**config.mk**
```make
export PLATFORM = sky130hd
export DESIGN_NAME = pbc_row_reorder
export DESIGN_NICKNAME = d
export VERILOG_FILES = /design/src/rtl/pbc_reorder_pkg.sv /design/src/rtl/pbc_row_index.sv /design/src/rtl/pbc_shift_line.sv /design/src/rtl/pbc_row_reorder.sv
export SDC_FILE = /design/constraint.sdc
export NUM_CORES = 1
export LEC_CHECK = 0
export ABC_AREA = 0
export BUFFER_PORTS_ARGS = -buffer_cell sky130_fd_sc_hd__buf_4
export CORE_ASPECT_RATIO = 0.75
export CORE_MARGIN = 3
export CORE_UTILIZATION = 32
export DETAILED_ROUTE_END_ITERATION = 10
export PLACE_DENSITY = 0.49
export SYNTH_ARGS = -nofsm -noshare
export SYNTH_HDL_FRONTEND = slang
export SYNTH_SLANG_ARGS = --single-unit
```
**constraint.sdc**
```tcl
create_clock -name clk -period 9.2 [get_ports clk]
set_clock_uncertainty 0.15 [all_clocks]
set_input_delay 1.38 -clock clk [delete_from_list [all_inputs] [get_ports clk]]
set_output_delay 1.38 -clock clk [all_outputs]
set_load 0.01 [all_outputs]
```
**src/rtl/pbc_reorder_pkg.sv**
```systemverilog
package pbc_reorder_pkg;
  // Bits needed to count positions 0 .. n-1 (at least one bit).
  function automatic int unsigned pos_bits(int unsigned n);
    return (n < 2) ? 1 : $clog2(n);
  endfunction
endpackage

```
**src/rtl/pbc_row_index.sv**
```systemverilog
module pbc_row_index #(
  parameter int unsigned NX    = 8,
  parameter int unsigned IDX_W = 3
) (
  input  logic             clk,
  input  logic             rst,
  input  logic             adv,
  output logic [IDX_W-1:0] idx
);
  localparam logic [IDX_W-1:0] TOP = IDX_W'(NX - 1);

  logic [IDX_W-1:0] idx_q;

  always_ff @(posedge clk) begin
    if (rst)
      idx_q <= '0;
    else if (adv)
      idx_q <= (idx_q == TOP) ? '0 : idx_q + IDX_W'(1);
  end

  assign idx = idx_q;

  AST_IDX_RANGE: assert property (@(posedge clk) disable iff (rst)
    idx_q <= TOP);
endmodule

```
**src/rtl/pbc_shift_line.sv**
```systemverilog
module pbc_shift_line #(
  parameter int unsigned DEPTH = 7,
  parameter int unsigned W     = 35
) (
  input  logic                      clk,
  input  logic                      rst,
  input  logic                      in_vld,
  input  logic [W-1:0]              in_word,
  output logic [DEPTH-1:0]          tap_vld,
  output logic [DEPTH-1:0][W-1:0]   tap_word
);
  logic [DEPTH-1:0]        vld_q;
  logic [DEPTH-1:0][W-1:0] word_q;

  generate
    for (genvar s = 0; s < DEPTH; s++) begin : g_stage
      if (s == 0) begin : g_head
        always_ff @(posedge clk) begin
          if (rst) vld_q[s] <= 1'b0;
          else     vld_q[s] <= in_vld;
          word_q[s] <= in_word;
        end
      end else begin : g_body
        always_ff @(posedge clk) begin
          if (rst) vld_q[s] <= 1'b0;
          else     vld_q[s] <= vld_q[s-1];
          word_q[s] <= word_q[s-1];
        end
        AST_STAGE_ADVANCE: assert property (@(posedge clk) disable iff (rst)
          vld_q[s-1] |=> vld_q[s]);
      end
    end
  endgenerate

  assign tap_vld  = vld_q;
  assign tap_word = word_q;
endmodule

```
**src/rtl/pbc_row_reorder.sv**
```systemverilog
module pbc_row_reorder #(
  parameter int unsigned NX     = 8,
  parameter int unsigned DATA_W = 32
) (
  input  logic              clk,
  input  logic              rst,
  input  logic              in_valid,
  input  logic [DATA_W-1:0] in_data,
  output logic              out_valid,
  output logic [DATA_W-1:0] out_data,
  output logic              out_first,
  output logic              out_last
);
  localparam int unsigned IDX_W = pbc_reorder_pkg::pos_bits(NX);
  localparam int unsigned DEPTH = NX - 1;
  localparam int unsigned W     = IDX_W + DATA_W;
  localparam logic [IDX_W-1:0] POS_LO   = '0;
  localparam logic [IDX_W-1:0] POS_ONE  = IDX_W'(1);
  localparam logic [IDX_W-1:0] POS_SRC  = IDX_W'(NX - 2);
  localparam logic [IDX_W-1:0] POS_HI   = IDX_W'(NX - 1);

  typedef struct packed {
    logic [IDX_W-1:0]  pos;
    logic [DATA_W-1:0] val;
  } cell_t;

  logic [IDX_W-1:0]         in_pos;
  logic [DATA_W-1:0]        wrap_q;
  cell_t                    line_in;
  logic [DEPTH-1:0]         tap_vld;
  logic [DEPTH-1:0][W-1:0]  tap_word;
  cell_t                    head, tail;
  logic                     head_vld, tail_vld;

  logic              out_valid_q, out_first_q, out_last_q;
  logic [DATA_W-1:0] out_data_q;

  pbc_row_index #(.NX(NX), .IDX_W(IDX_W)) u_index (
    .clk (clk),
    .rst (rst),
    .adv (in_valid),
    .idx (in_pos)
  );

  // The high boundary slot is overwritten with the saved copy of cell 1.
  always_comb begin
    line_in.pos = in_pos;
    line_in.val = (in_pos == POS_HI) ? wrap_q : in_data;
  end

  pbc_shift_line #(.DEPTH(DEPTH), .W(W)) u_line (
    .clk      (clk),
    .rst      (rst),
    .in_vld   (in_valid),
    .in_word  (line_in),
    .tap_vld  (tap_vld),
    .tap_word (tap_word)
  );

  assign head     = cell_t'(tap_word[0]);
  assign tail     = cell_t'(tap_word[DEPTH-1]);
  assign head_vld = tap_vld[0];
  assign tail_vld = tap_vld[DEPTH-1];

  // Copy of cell 1, taken one cycle after it enters the line.
  always_ff @(posedge clk) begin
    if (head_vld && head.pos == POS_ONE)
      wrap_q <= head.val;
  end

  // Low boundary: when cell 0 reaches the tail, cell NX-2 is at the head.
  always_ff @(posedge clk) begin
    if (rst) begin
      out_valid_q <= 1'b0;
      out_first_q <= 1'b0;
      out_last_q  <= 1'b0;
    end else begin
      out_valid_q <= tail_vld;
      out_first_q <= tail_vld && (tail.pos == POS_LO);
      out_last_q  <= tail_vld && (tail.pos == POS_HI);
    end
    out_data_q <= (tail.pos == POS_LO) ? head.val : tail.val;
  end

  assign out_valid = out_valid_q;
  assign out_data  = out_data_q;
  assign out_first = out_first_q;
  assign out_last  = out_last_q;

  AST_RESET_CLEARS: assert property (@(posedge clk)
    rst |=> !out_valid);
  AST_ROW_CONTIG: assert property (@(posedge clk) disable iff (rst)
    (in_pos != POS_LO) |-> in_valid);
  AST_LOW_SRC_ALIGNED: assert property (@(posedge clk) disable iff (rst)
    (tail_vld && tail.pos == POS_LO) |-> (head_vld && head.pos == POS_SRC));
  AST_HIGH_SRC_SAVED: assert property (@(posedge clk) disable iff (rst)
    (head_vld && head.pos == POS_HI) |-> tap_vld[NX-3]);
  AST_TAIL_TO_OUT: assert property (@(posedge clk) disable iff (rst)
    tail_vld |=> out_valid);
  AST_ROW_UNBROKEN: assert property (@(posedge clk) disable iff (rst)
    (out_valid && !out_last) |=> (out_valid && !out_first));
  AST_NEXT_ROW_START: assert property (@(posedge clk) disable iff (rst)
    (out_valid && out_last) |=> (!out_valid || out_first));
endmodule

```
==> PnR_summary.wiki, run 1 <==
{| class="wikitable"
! Metric !! Value
|-
| Critical-path maximum fanout || 1
|-
| Die Wd || 185.2 µm
|-
| Die span in y || 140.4 µm
|-
| Layout overhead on the synthesized area || 23.67%
|-
| Startpoint class of the critical path || flip-flop
|-
| Status || complete, no violations
|-
| Met1 Use GR || 0.1199
|-
| Hold crit path type || flip-flop to flip-flop
|-
| Number of filler instances in the final layout || 2,089
|-
| FF-to-FF End || out_data[5]
|-
| Static leakage || 3.862 nW
|-
| Vias || 3,158
|-
| Fraction of the yosys area taken by sequential cells || 0.8779
|-
| Crit path DAT || 1.02 ns
|-
| Setup repair after global routing missed its margin || false
|-
| Final Instance Count excl. Fillers || 831
|-
| Die outline area || 26,000 µm²
|-
| CTS Hold Buffers Added || 0
|-
| Post-route setup slack || 6.655 ns
|-
| Time the worst path needs with I/O delays and setup || 2.545 ns
|-
| Total standard cell area after synthesis || 7707 µm²
|-
| CP required || 7.67 ns
|-
| Cell family with most CP delay || flip-flops
|-
| Number of vias per cell after detailed routing || 3.800
|-
| Effective utilization at floorplan || 0.3299
|-
| Clock Tree Root || sky130_fd_sc_hd__clkbuf_16
|-
| HPWL Detailed || 6106 µm
|-
| Warning count from the yosys run || 0
|-
| Series of cell instances along the critical path || buf_4
|-
| Clock sink count || 322
|-
| Number of distinct library cells after synthesis || 18
|-
| Internal power || 2.215 mW
|-
| Number of antenna repair diodes || 0
|-
| Weighted congestion at the end of routability-driven global placement || 0.6880
|-
| Wire length of the first global-routing pass || 17,210 µm
|-
| Start-to-end type of the worst setup path || flip-flop to output port
|-
| Layout cell share with drive strength beyond 1 || 0.3484
|-
| Aggregate global-route resource usage || 0.08376
|-
| Post-route cell area || 9532 µm²
|-
| Standard cell core area || 23,360 µm²
|-
| Num CTS Buffers || 29
|-
| Flip-flop and latch count after synthesis || 322
|-
| Number of nets with antenna violations after routing || 0
|-
| Number of global-route vias before repair || 3,162
|-
| Cell count after synthesis || 415
|-
| WP buf/inv || 1
|-
| Number of DRC violations after detailed routing || 0
|-
| Bufs on Longest Clock Path || 3
|-
| Worst slack at placement || 6.864 ns
|-
| Critical-path top delay cell || sky130_fd_sc_hd__dfxtp_1
|-
| Iteration-0 DRC Markers || 102
|-
| Mean instance size in the synthesized netlist || 18.57 µm²
|-
| Stage delay of the slowest cell on the critical path || 0.36 ns
|-
| Total wire length || 10,730 µm
|-
| Part of the power in combinational logic || 0.032
|-
| Reg-to-Reg Start || u_line.tap_word[243]
|-
| Worst min-delay path endpoint || u_line.tap_word[107]
|-
| Reg power frac || 0.549
|-
| Clock latency on the worst-skew pair || 0.52 ns
|-
| Initial antenna violation count || 0
|-
| Post CTS Setup Buffer Count || 0
|-
| Number of slew-limit violations in the final report || 0
|-
| WL per Instance || 12.91 µm
|-
| Smallest hold slack || 0.1714 ns
|-
| CTS tree || done
|-
| Nets@finish || 546
|-
| Switching share of power || 0.1993
|-
| Max-capacitance violation count || 0
|-
| Maximum ir drop on the vdd rail || 0.1456 mV
|-
| Worst-case register-to-register setup slack || 7.00 ns
|-
| Drt pass-1 iters || 4
|-
| Port Buf Inserts || 69
|-
| Level count of the clock H-tree || 1
|-
| Global-route track usage on met3 || 0.03323
|-
| Most common cell after layout, fill and taps aside || sky130_fd_sc_hd__dfxtp_1
|-
| Start point of the worst min-delay path || u_line.tap_word[72]
|-
| Number of rows created at floorplan || 48
|-
| Fin crit share || 0.2767
|-
| Setup Total Neg Slack || 0 ns
|-
| Transition time at the pin with the least slew margin || 1.030 ns
|-
| Global routing usage on met2 || 0.1142
|-
| I/O Pins || 70
|-
| Syn_nets || 452
|-
| Placed Cells incl. Taps || 778
|-
| Switching Power || 0.5514 mW
|-
| Endpoint type of the worst setup path || output port
|-
| Post-cts gate resize count || 0
|-
| Maximum number of pins on one net before global-route repair || 34
|-
| Peak clock frequency supported by timing || 0.3929 GHz
|-
| Commonest non-fill, non-tap cells in the layout || sky130_fd_sc_hd__dfxtp_1, sky130_fd_sc_hd__buf_4, sky130_fd_sc_hd__mux2_2
|-
| Total power per unit cell area || 290.2 nW/µm²
|-
| GRT Max-Usage Layer || met1
|-
| Hold depth || 0
|-
| Max_slew headroom || 0.3130
|-
| Clock-pin slew on the worst setup and hold paths || 0.07 ns
|-
| Clk network pwr share || 0.419
|-
| Global-route congestion overflow total || 0
|-
| Depth of the most critical reg-to-reg path || 3
|-
| Fin. Hold Viols || 0
|-
| Placement-stage cell area || 8577 µm²
|-
| Setup violators final || 0
|}
-- worst max-delay path by stage --
stage	cells after the start	from	slack, ns	to
CTS	1	out_data[20]	6.61	out_data[20]
global placement	3	in_valid	6.90	u_index.idx[0]
floorplan	1	u_line.tap_vld[0]	5.08	wrap_q[0]
global route	1	out_data[0]	6.60	out_data[0]
finish	1	out_data[20]	6.65	out_data[20]
detailed placement	3	u_line.tap_word[243]	6.86	out_data[5]
-- power groups by stage --
stage	Sequential [mW]	Combinational [mW]	Clock, mW
floorplan	1.55	0.0378	0
global placement	1.55	0.0882	0
detailed placement	1.55	0.0898	0
CTS	1.52	0.0902	1.20
global route	1.53	0.0952	1.26
finish	1.52	0.0873	1.16
-- sequential cells by signal, summed over array words and instances, names as in the netlist --
signal	count
u_line.tap_word	245
out_first	1
out_valid	1
out_data	32
u_line.tap_vld	7
wrap_q	32
u_index.idx	3
out_last	1
-- cell type report --
type                       instances  area [µm²]  area share
clock buffer                      41       873.3     0.09163
clock inverter                    12       81.33    0.008532
multi-input combinational         85       902.1     0.09464
sequential                       322        6766      0.7099
tap                              300       375.4     0.03938
timing repair buffer              71       533.0     0.05592
-- Yosys cell counts --
| cell type | number | area (µm²) |
|---|---|---|
| sky130_fd_sc_hd__a21oi_1 | 1 | 5.000 |
| sky130_fd_sc_hd__and2_1 | 1 | 6.260 |
| sky130_fd_sc_hd__and4_1 | 1 | 8.760 |
| sky130_fd_sc_hd__buf_2 | 3 | 15.01 |
| sky130_fd_sc_hd__buf_6 | 3 | 33.78 |
| sky130_fd_sc_hd__clkbuf_1 | 2 | 7.510 |
| sky130_fd_sc_hd__dfxtp_1 | 290 | 5806 |
| sky130_fd_sc_hd__edfxtp_1 | 32 | 960.9 |
| sky130_fd_sc_hd__ha_1 | 2 | 25.02 |
| sky130_fd_sc_hd__mux2_1 | 2 | 22.52 |
| sky130_fd_sc_hd__mux2_2 | 62 | 698.2 |
| sky130_fd_sc_hd__mux2i_1 | 2 | 20.02 |
| sky130_fd_sc_hd__nand2b_1 | 1 | 6.260 |
| sky130_fd_sc_hd__nor2_1 | 2 | 7.510 |
| sky130_fd_sc_hd__nor2b_1 | 8 | 50.05 |
| sky130_fd_sc_hd__nor3_4 | 1 | 16.27 |
| sky130_fd_sc_hd__nor4bb_1 | 1 | 10.01 |
| sky130_fd_sc_hd__or3b_2 | 1 | 8.760 |
-- layer usage --
metal,share of wire,vias up
met5,0,-
met4,0.031,0
met3,0.074,28
met1,0.50,1481
met2,0.40,75
li1,-,1574
-- metrics by stage --
stage          total power [mW]    util
2_1_floorplan             1.588       -
3_3_place_gp              1.638  0.3671
3_5_place_dp              1.641  0.3671
4_1_cts                   2.816  0.4080
5_1_grt                   2.882  0.4080
6_report                  2.766  0.4080
-- logic make-up after synthesis --
family	count (synthesis)	synth area share
AOI/OAI and AO/OA	1	0.0006487
and+or+nand+nor	16	0.01478
muxes	66	0.09610
buffers and inverters	8	0.007305
adders and majority gates	2	0.003246
DFF	322	0.8779
Power figures use the tool's default switching activity.
==> run 2: changes to the inputs <==
--- a/config.mk
+++ b/config.mk
@@ -5,13 +5,13 @@
 export SDC_FILE = /design/constraint.sdc
 export NUM_CORES = 1
 export LEC_CHECK = 0
-export ABC_AREA = 0
+export ABC_AREA = 1
 export BUFFER_PORTS_ARGS = -buffer_cell sky130_fd_sc_hd__buf_4
 export CORE_ASPECT_RATIO = 0.75
 export CORE_MARGIN = 3
 export CORE_UTILIZATION = 32
 export DETAILED_ROUTE_END_ITERATION = 10
-export PLACE_DENSITY = 0.49
+export PLACE_DENSITY = 0.51
 export SYNTH_ARGS = -nofsm -noshare
 export SYNTH_HDL_FRONTEND = slang
 export SYNTH_SLANG_ARGS = --single-unit
==> constraint.sdc (replaced) <==
create_clock -name clk -period 2.29 [get_ports clk]
set_clock_uncertainty 0.15 [all_clocks]
set_input_delay 0.3435 -clock clk [delete_from_list [all_inputs] [get_ports clk]]
set_output_delay 0.3435 -clock clk [all_outputs]
set_load 0.01 [all_outputs]
==> run 2 against run 1 <==
  * First-iteration DRC count increased by 76%
  * Core utilization rose by 1.7 points
  * Clock power grew to 4.1 times the previous value
  * Sequential share of layout area is 3.4 points lower
  * Global-route usage rose by 1.7 points
  * Clock-buffer cell count is 2 lower
  * Final cell count grew 25%
  * Critical path type is now flip-flop to flip-flop
  * Critical endpoint is now out_data[31]
  * Largest power group unchanged
  * Highest routed layer unchanged
==> PnR_summary.wiki, run 2 <==
{| class="wikitable"
! Metric !! Value
|-
| Status || complete, no violations (unchanged)
|-
| Number of nets with antenna violations after routing || 0 (unchanged)
|-
| HPWL Detailed || 7603 µm (was 6106 µm)
|-
| Clock latency on the worst-skew pair || 0.52 ns (about the same)
|-
| Power consumption || 11.45 mW (was 2.766 mW)
|-
| CP required || 2.61 ns (was 7.67 ns)
|-
| Hold crit path type || flip-flop to flip-flop (unchanged)
|-
| Die outline area || 26,390 µm² (was 26,000 µm²)
|-
| Port Buf Inserts || 69 (unchanged)
|-
| Aggregate global-route resource usage || 0.1005 (was 0.08376)
|-
| Die Wd || 186.6 µm (was 185.2 µm)
|-
| Syn_nets || 606 (was 452)
|-
| Number of distinct library cells after synthesis || 15 (was 18)
|-
| Top post-synthesis cells by area || sky130_fd_sc_hd__dfxtp_1, sky130_fd_sc_hd__edfxtp_1, sky130_fd_sc_hd__nand2_1 (was sky130_fd_sc_hd__dfxtp_1, sky130_fd_sc_hd__edfxtp_1, sky130_fd_sc_hd__mux2_2)
|-
| Number of global-route vias before repair || 4,065 (was 3,162)
|-
| Stage delay of the slowest cell on the critical path || 0.55 ns (was 0.36 ns)
|-
| Crit path DAT || 2.00 ns (was 1.02 ns)
|-
| Final Instance Count excl. Fillers || 1,040 (was 831)
|-
| Clock sink count || 322 (unchanged)
|-
| Share of flip-flops with an asynchronous set or reset || 0 (unchanged)
|-
| Critical-path top delay cell || sky130_fd_sc_hd__nand2_4 (was sky130_fd_sc_hd__dfxtp_1)
|-
| Start-to-end type of the worst setup path || flip-flop to flip-flop (was flip-flop to output port)
|-
| Warning count from the yosys run || 0 (unchanged)
|-
| Total power per unit cell area || 1143 nW/µm² (was 290.2 nW/µm²)
|-
| Number of slew-limit violations in the final report || 0 (unchanged)
|-
| Num CTS Buffers || 29 (unchanged)
|-
| Mean instance size in the synthesized netlist || 13.76 µm² (was 18.57 µm²)
|-
| Flip-flop and latch count after synthesis || 322 (unchanged)
|-
| Critical-path maximum fanout || 33 (was 1)
|-
| Time the worst path needs with I/O delays and setup || 1.684 ns
|-
| Number of vias per cell after detailed routing || 3.810 (was 3.800)
|-
| Standard cell core area || 23,540 µm² (was 23,360 µm²)
|-
| CTS Hold Buffers Added || 34 (was 0)
|-
| Max_slew headroom || 0.6353 (was 0.3130)
|-
| Fin crit share || 0.7353
|-
| CTS tree || done (unchanged)
|-
| Static leakage || 4.351 nW (was 3.862 nW)
|-
| Most common cell after layout, fill and taps aside || sky130_fd_sc_hd__dfxtp_1 (unchanged)
|-
| I/O Pins || 70 (unchanged)
|-
| Cell type with the highest occurrence count on the critical path || sky130_fd_sc_hd__nand2_1
|-
| Peak clock frequency supported by timing || 0.5939 GHz
|-
| Iteration-0 DRC Markers || 180 (was 102)
|-
| Initial antenna violation count || 0 (unchanged)
|-
| List of most frequent post-synthesis cells || sky130_fd_sc_hd__dfxtp_1, sky130_fd_sc_hd__nand2_1, sky130_fd_sc_hd__nand3_1, sky130_fd_sc_hd__edfxtp_1, sky130_fd_sc_hd__nor2_1 (was sky130_fd_sc_hd__dfxtp_1, sky130_fd_sc_hd__mux2_2, sky130_fd_sc_hd__edfxtp_1, sky130_fd_sc_hd__nor2b_1)
|-
| Level count of the clock H-tree || 1 (unchanged)
|-
| WL per Instance || 12.58 µm (was 12.91 µm)
|-
| Number of rows created at floorplan || 48 (unchanged)
|-
| Placed Cells incl. Taps || 953 (was 778)
|-
| Post CTS Setup Buffer Count || 0 (unchanged)
|-
| Clock-pin slew on the worst setup and hold paths || 0.06 ns (was 0.07 ns)
|-
| Yosys top cell by area || sky130_fd_sc_hd__dfxtp_1 (unchanged)
|-
| Nets@finish || 730 (was 546)
|-
| Wire length of the first global-routing pass || 21,270 µm (was 17,210 µm)
|-
| Maximum ir drop on the vdd rail || 0.5858 mV (was 0.1456 mV)
|-
| Primary flip-flop cell chosen by synthesis mapping || sky130_fd_sc_hd__dfxtp_1 (unchanged)
|-
| Bufs on Longest Clock Path || 3 (unchanged)
|-
| Most frequent cell after synthesis || sky130_fd_sc_hd__dfxtp_1 (unchanged)
|-
| Series of cell instances along the critical path || clkinv_1, nand2_4, nand2_1, nand2_1 (was buf_4)
|-
| Max-capacitance violation count || 0 (unchanged)
|-
| Setup Total Neg Slack || 0 ns (unchanged)
|-
| Effective utilization at floorplan || 0.3325 (was 0.3299)
|-
| Top cell type's share of synthesized area || 0.7417 (was 0.7532)
|-
| Maximum number of pins on one net before global-route repair || 34 (unchanged)
|-
| Drt pass-1 iters || 4 (unchanged)
|-
| Post-cts gate resize count || 0 (unchanged)
|-
| Cell count after synthesis || 569 (was 415)
|-
| Transition time at the pin with the least slew margin || 0.5453 ns (was 1.030 ns)
|-
| Layout overhead on the synthesized area || 27.97% (was 23.67%)
|-
| Number of flops mapped to enable cells by yosys || 32 (unchanged)
|-
| Layout cell share with drive strength beyond 1 || 0.1804 (was 0.3484)
|-
| Final core utilization || 0.4255 (was 0.4080)
|-
| Endpoint type of the worst setup path || flip-flop (was output port)
|-
| Total standard cell area after synthesis || 7828 µm² (was 7707 µm²)
|-
| Global-route congestion overflow total || 0 (unchanged)
|-
| Number of DRC violations after detailed routing || 0 (unchanged)
|-
| Clock Tree Root || sky130_fd_sc_hd__clkbuf_16 (unchanged)
|-
| Die span in y || 141.4 µm (was 140.4 µm)
|-
| Total wire length || 13,080 µm (was 10,730 µm)
|-
| Weighted congestion at the end of routability-driven global placement || 0.6803 (was 0.6880)
|-
| Number of antenna repair diodes || 0 (unchanged)
|-
| Startpoint class of the critical path || flip-flop (unchanged)
|-
| Setup violators final || 0 (unchanged)
|-
| Fraction of the yosys area taken by sequential cells || 0.8645 (was 0.8779)
|-
| Fin. Hold Viols || 0 (unchanged)
|-
| Vias || 3,962 (was 3,158)
|-
| Flip-flop count of the largest register after layout || 245 (unchanged)
|-
| Commonest non-fill, non-tap cells in the layout || sky130_fd_sc_hd__dfxtp_1, sky130_fd_sc_hd__nand2_1, sky130_fd_sc_hd__buf_4 (was sky130_fd_sc_hd__dfxtp_1, sky130_fd_sc_hd__buf_4, sky130_fd_sc_hd__mux2_2)
|-
| Setup repair after global routing missed its margin || false (unchanged)
|}
[run 2: worst max-delay path: cells and delay by family (launching register included)]
family                 cells  cell delay (ns)
buffers and inverters      1             0.40
DFF                        1             0.33
and+or+nand+nor            3             0.75
[run 2: routing by layer]
layer	vias to the layer above	routed length, µm	track usage	share of wire
met5	-	0	0	0
met4	0	313	0.03181	0.024
met3	26	730	0.02766	0.056
met2	79	5268	0.1510	0.40
met1	1822	6768	0.1420	0.52
li1	2035	-	-	-
[run 2: kinds of logic (layout without fill, tap and decap cells)]
group | after synthesis | after routing | synth area share
DFF | 322 | 322 | 0.8645
and+or+nand+nor | 214 | 214 | 0.1100
buffers and inverters | 28 | 174 | 0.02046
AOI/OAI and AO/OA | 3 | 3 | 0.001918
adders and majority gates | 2 | 2 | 0.003196
[run 2: per-stage QoR]
step	instance area, µm²	worst slack (ns)	hold WS (ns)
after floorplan	7833	0.1022	0.1596
after global placement	8712	0.5370	0.1599
after detailed placement	8712	0.5292	0.1621
after CTS	10020	0.5162	0.1693
after global routing	10020	0.3902	0.1751
final	10020	0.6062	0.1660
[run 2: cell type report]
type                       count  area [µm²]
tap                          325       406.6
clock buffer                  39       823.3
multi-input combinational    219       914.6
sequential                   322        6766
fill                        2200       13530
clock inverter                14       141.4
timing repair buffer         110       923.4
inverter                      11       41.29
[run 2: final timing paths]
| check | start | cells past startpoint | endpoint | slack [ns] |
|---|---|---|---|---|
| max reg2reg | u_line.tap_word[242] | 4 | out_data[31] | 0.61 |
| max | u_line.tap_word[242] | 4 | out_data[31] | 0.61 |
| min | u_line.tap_word[166] | 0 | u_line.tap_word[201] | 0.17 |
| min reg2reg | u_line.tap_word[166] | 0 | u_line.tap_word[201] | 0.17 |
[run 2: report_power, final]
group | leakage [nW] | switching, mW | internal [mW]
registers | 2.73 | 0.130 | 6.07
logic | 1.15 | 0.253 | 0.248
clock network | 0.467 | 1.99 | 2.76
total | 4.35 | 2.38 | 9.08
==> run 3: changes to the inputs <==
--- a/config.mk
+++ b/config.mk
@@ -5,7 +5,7 @@
 export SDC_FILE = /design/constraint.sdc
 export NUM_CORES = 1
 export LEC_CHECK = 0
-export ABC_AREA = 1
+export ABC_AREA = 0
 export BUFFER_PORTS_ARGS = -buffer_cell sky130_fd_sc_hd__buf_4
 export CORE_ASPECT_RATIO = 0.75
 export CORE_MARGIN = 3
==> constraint.sdc (replaced) <==
create_clock -name clk -period 1.4 [get_ports clk]
set_clock_uncertainty 0.15 [all_clocks]
set_input_delay 0.21 -clock clk [delete_from_list [all_inputs] [get_ports clk]]
set_output_delay 0.21 -clock clk [all_outputs]
set_load 0.01 [all_outputs]
==> run 3 against run 2 <==
  * The flow now finishes with violations (setup timing)
  * Worst setup slack lost 0.71 ns
  * Die area shrank 1.5%
  * Core utilization grew 2.8 points
  * Clock power grew 70%
  * Critical path type unchanged
  * Non-clock buffer count grew 18
==> PnR_summary.wiki, run 3 (synthesized netlist as in run 1, its figures left out) <==
{| class="wikitable"
! Metric !! Value
|-
| Status || complete, but fails checks (was complete, no violations)
|-
| Failing checks || setup timing
|-
| Number of vias per cell after detailed routing || 3.855 (was 3.810)
|-
| FF-to-FF End || u_index.idx[0] (was out_data[31])
|-
| Num CTS Buffers || 30 (was 29)
|-
| Maximum ir drop on the vdd rail || 0.9250 mV (was 0.5858 mV)
|-
| Iteration-0 DRC Markers || 98 (was 180)
|-
| Time the worst path needs with I/O delays and setup || 1.501 ns (was 1.684 ns)
|-
| CP required || 1.71 ns (was 2.61 ns)
|-
| Placed Cells incl. Taps || 784 (was 953)
|-
| Bufs on Longest Clock Path || 3 (unchanged)
|-
| Number of antenna repair diodes || 0 (unchanged)
|-
| Number of global-route vias before repair || 3,561 (was 4,065)
|-
| Total power per unit cell area || 1796 nW/µm² (was 1143 nW/µm²)
|-
| Nets@finish || 604 (was 730)
|-
| Vias || 3,435 (was 3,962)
|-
| Hold crit path type || flip-flop to flip-flop (unchanged)
|-
| Start-to-end type of the worst setup path || flip-flop to flip-flop (unchanged)
|-
| Setup repair after global routing missed its margin || true (was false)
|-
| Number of filler instances in the final layout || 2,050 (was 2,200)
|-
| Smallest hold slack || 0.1703 ns (was 0.1660 ns)
|-
| Static leakage || 4.466 nW (was 4.351 nW)
|-
| Most common cell after layout, fill and taps aside || sky130_fd_sc_hd__dfxtp_1 (unchanged)
|-
| Max_slew headroom || 0.8199 (was 0.6353)
|-
| Startpoint class of the critical path || flip-flop (unchanged)
|-
| Switching Power || 3.683 mW (was 2.378 mW)
|-
| Drt pass-1 iters || 4 (unchanged)
|-
| Hold depth || 0 (unchanged)
|-
| Commonest non-fill, non-tap cells in the layout || sky130_fd_sc_hd__dfxtp_1, sky130_fd_sc_hd__buf_4, sky130_fd_sc_hd__mux2_4 (was sky130_fd_sc_hd__dfxtp_1, sky130_fd_sc_hd__nand2_1, sky130_fd_sc_hd__buf_4)
|-
| Max-capacitance violation count || 0 (unchanged)
|-
| Reg power frac || 0.526 (was 0.541)
|-
| Setup violators final || 80 (was 0)
|-
| Worst slack at placement || -0.3103 ns (was 0.5292 ns)
|-
| Part of the power in combinational logic || 0.050 (was 0.044)
|-
| Aggregate global-route resource usage || 0.09562 (was 0.1005)
|-
| Initial antenna violation count || 0 (unchanged)
|-
| Level count of the clock H-tree || 1 (unchanged)
|-
| Die span in y || 140.4 µm (was 141.4 µm)
|-
| Number of slew-limit violations in the final report || 0 (unchanged)
|-
| Clk network pwr share || 0.424 (was 0.415)
|-
| Layout overhead on the synthesized area || 37.45% (was 27.97%)
|-
| Depth of the most critical reg-to-reg path || 5 (was 4)
|-
| Endpoint type of the worst setup path || flip-flop (unchanged)
|-
| Effective utilization at floorplan || 0.3299 (was 0.3325)
|-
| Post-route cell area || 10,590 µm² (was 10,020 µm²)
|-
| Switching share of power || 0.1936 (was 0.2076)
|-
| Final Instance Count excl. Fillers || 891 (was 1,040)
|-
| Number of nets with antenna violations after routing || 0 (unchanged)
|-
| Worst-case register-to-register setup slack || -0.10 ns (was 0.61 ns)
|-
| Layout cell share with drive strength beyond 1 || 0.3773 (was 0.1804)
|-
| Port Buf Inserts || 69 (unchanged)
|-
| Area taken by multi-input logic gates || 1160 µm² (was 914.6 µm²)
|-
| Final core utilization || 0.4535 (was 0.4255)
|-
| Die outline area || 26,000 µm² (was 26,390 µm²)
|-
| Standard cell core area || 23,360 µm² (was 23,540 µm²)
|-
| Clock-pin slew on the worst setup and hold paths || 0.06 ns (about the same)
|-
| CTS tree || done (unchanged)
|-
| Fin. Hold Viols || 0 (unchanged)
|-
| Die Wd || 185.2 µm (was 186.6 µm)
|-
| Reg-to-Reg Start || u_index.idx[0] (was u_line.tap_word[242])
|-
| Placement-stage cell area || 8680 µm² (was 8712 µm²)
|-
| Fin crit share || 1.072 (was 0.7353)
|-
| Number of DRC violations after detailed routing || 0 (unchanged)
|-
| Total wire length || 12,540 µm (was 13,080 µm)
|-
| Weighted congestion at the end of routability-driven global placement || 0.6625 (was 0.6803)
|-
| I/O Pins || 70 (unchanged)
|-
| WL per Instance || 14.07 µm (was 12.58 µm)
|-
| Clock Tree Root || sky130_fd_sc_hd__clkbuf_16 (unchanged)
|-
| HPWL Detailed || 6500 µm (was 7603 µm)
|-
| Start point of the worst min-delay path || u_line.tap_word[203] (was u_line.tap_word[166])
|-
| Crit path DAT || 1.81 ns (was 2.00 ns)
|-
| Critical-path maximum fanout || 5 (was 33)
|-
| Number of rows created at floorplan || 48 (unchanged)
|-
| Clock sink count || 322 (unchanged)
|-
| Worst min-delay path endpoint || u_line.tap_word[238] (was u_line.tap_word[201])
|-
| Flip-flop count of the largest register after layout || 245 (unchanged)
|-
| Wire length of the first global-routing pass || 19,520 µm (was 21,270 µm)
|-
| Maximum number of pins on one net before global-route repair || 16 (was 34)
|-
| Peak clock frequency supported by timing || 0.6662 GHz (was 0.5939 GHz)
|-
| Global-route congestion overflow total || 0 (unchanged)
|-
| Clock latency on the worst-skew pair || 0.53 ns (was 0.52 ns)
|-
| Transition time at the pin with the least slew margin || 0.2698 ns (was 0.5453 ns)
|-
| Post-route setup slack || -0.1010 ns (was 0.6062 ns)
|-
| Register cell area after layout || 6779 µm² (was 6766 µm²)
|-
| Internal power || 15.34 mW (was 9.076 mW)
|}
-- run 3: cell count changes in the layout (fill, tap and decap cells not counted), moves of 4 or more --
cell                        change
sky130_fd_sc_hd__buf_12        +10
sky130_fd_sc_hd__buf_6          +6
sky130_fd_sc_hd__clkbuf_16      +5
sky130_fd_sc_hd__clkbuf_8       +4
sky130_fd_sc_hd__dfxtp_1       -10
sky130_fd_sc_hd__dfxtp_2       +10
sky130_fd_sc_hd__inv_1         -10
sky130_fd_sc_hd__mux2_4        +61
sky130_fd_sc_hd__nand2_1      -164
sky130_fd_sc_hd__nand3_1       -33
sky130_fd_sc_hd__nor2_1        -12
sky130_fd_sc_hd__nor2b_1        +8
-- run 3: metrics by stage --
stage               TNS (ns)  total power, mW
floorplan             -22.36            10.44
global placement      -11.47            10.81
detailed placement    -12.65            10.84
CTS                   -4.504            19.30
global route          -8.401            19.81
finish                -4.085            19.02
-- run 3: final cells by class --
cell class,instances,share of cell area
Sequential cell,322,0.6399
Tap cell,300,0.03543
Clock inverter,7,0.006260
Timing Repair Buffer,128,0.1179
Clock buffer,49,0.09106
Multi-Input combinational cell,85,0.1095
-- run 3: power by group through the flow --
stage,combinational (mW),clock [mW],sequential (mW)
6_report,0.951,8.07,10.0
5_1_grt,1.01,8.75,10.0
4_1_cts,0.964,8.33,10.0
3_5_place_dp,0.646,0,10.2
3_3_place_gp,0.636,0,10.2
2_1_floorplan,0.255,0,10.2
-- run 3: timing repair --
item | CTS | global route
hold buffers | 34 | 0
resized for setup | 57 | 30
setup endpoints to repair | 98 | 99
pin swaps | 3 | 2
buffers inserted | 13 | 2
hold endpoints to repair | 45 | 0
cloned | 4 | 2
-- run 3: worst max-delay path by stage --
stage / slack [ns] / cells past startpoint / to / from
floorplan: -0.67 / 1 / wrap_q[0] / u_line.tap_word[34]
global placement: -0.26 / 3 / u_line.tap_word[3] / u_index.idx[1]
detailed placement: -0.31 / 3 / u_line.tap_word[5] / u_index.idx[1]
CTS: -0.10 / 5 / u_index.idx[0] / u_index.idx[0]
global route: -0.15 / 5 / u_index.idx[0] / u_index.idx[0]
finish: -0.10 / 5 / u_index.idx[0] / u_index.idx[0]
-- run 3: metal layers --
layer	track usage	vias to the layer above	routed length, µm
met2	0.1417	78	5346
met3	0.02544	27	541
met4	0.02960	0	283
met5	0	-	0
met1	0.1370	1639	6363
li1	-	1691	-
-- run 3: worst max-delay path, cell delays in order (launching register included) --
cell,delay (ns)
sky130_fd_sc_hd__dfxtp_2,0.33
sky130_fd_sc_hd__ha_4,0.16
sky130_fd_sc_hd__ha_4,0.17
sky130_fd_sc_hd__buf_12,0.14
sky130_fd_sc_hd__or3b_4,0.37
sky130_fd_sc_hd__a21oi_2,0.11
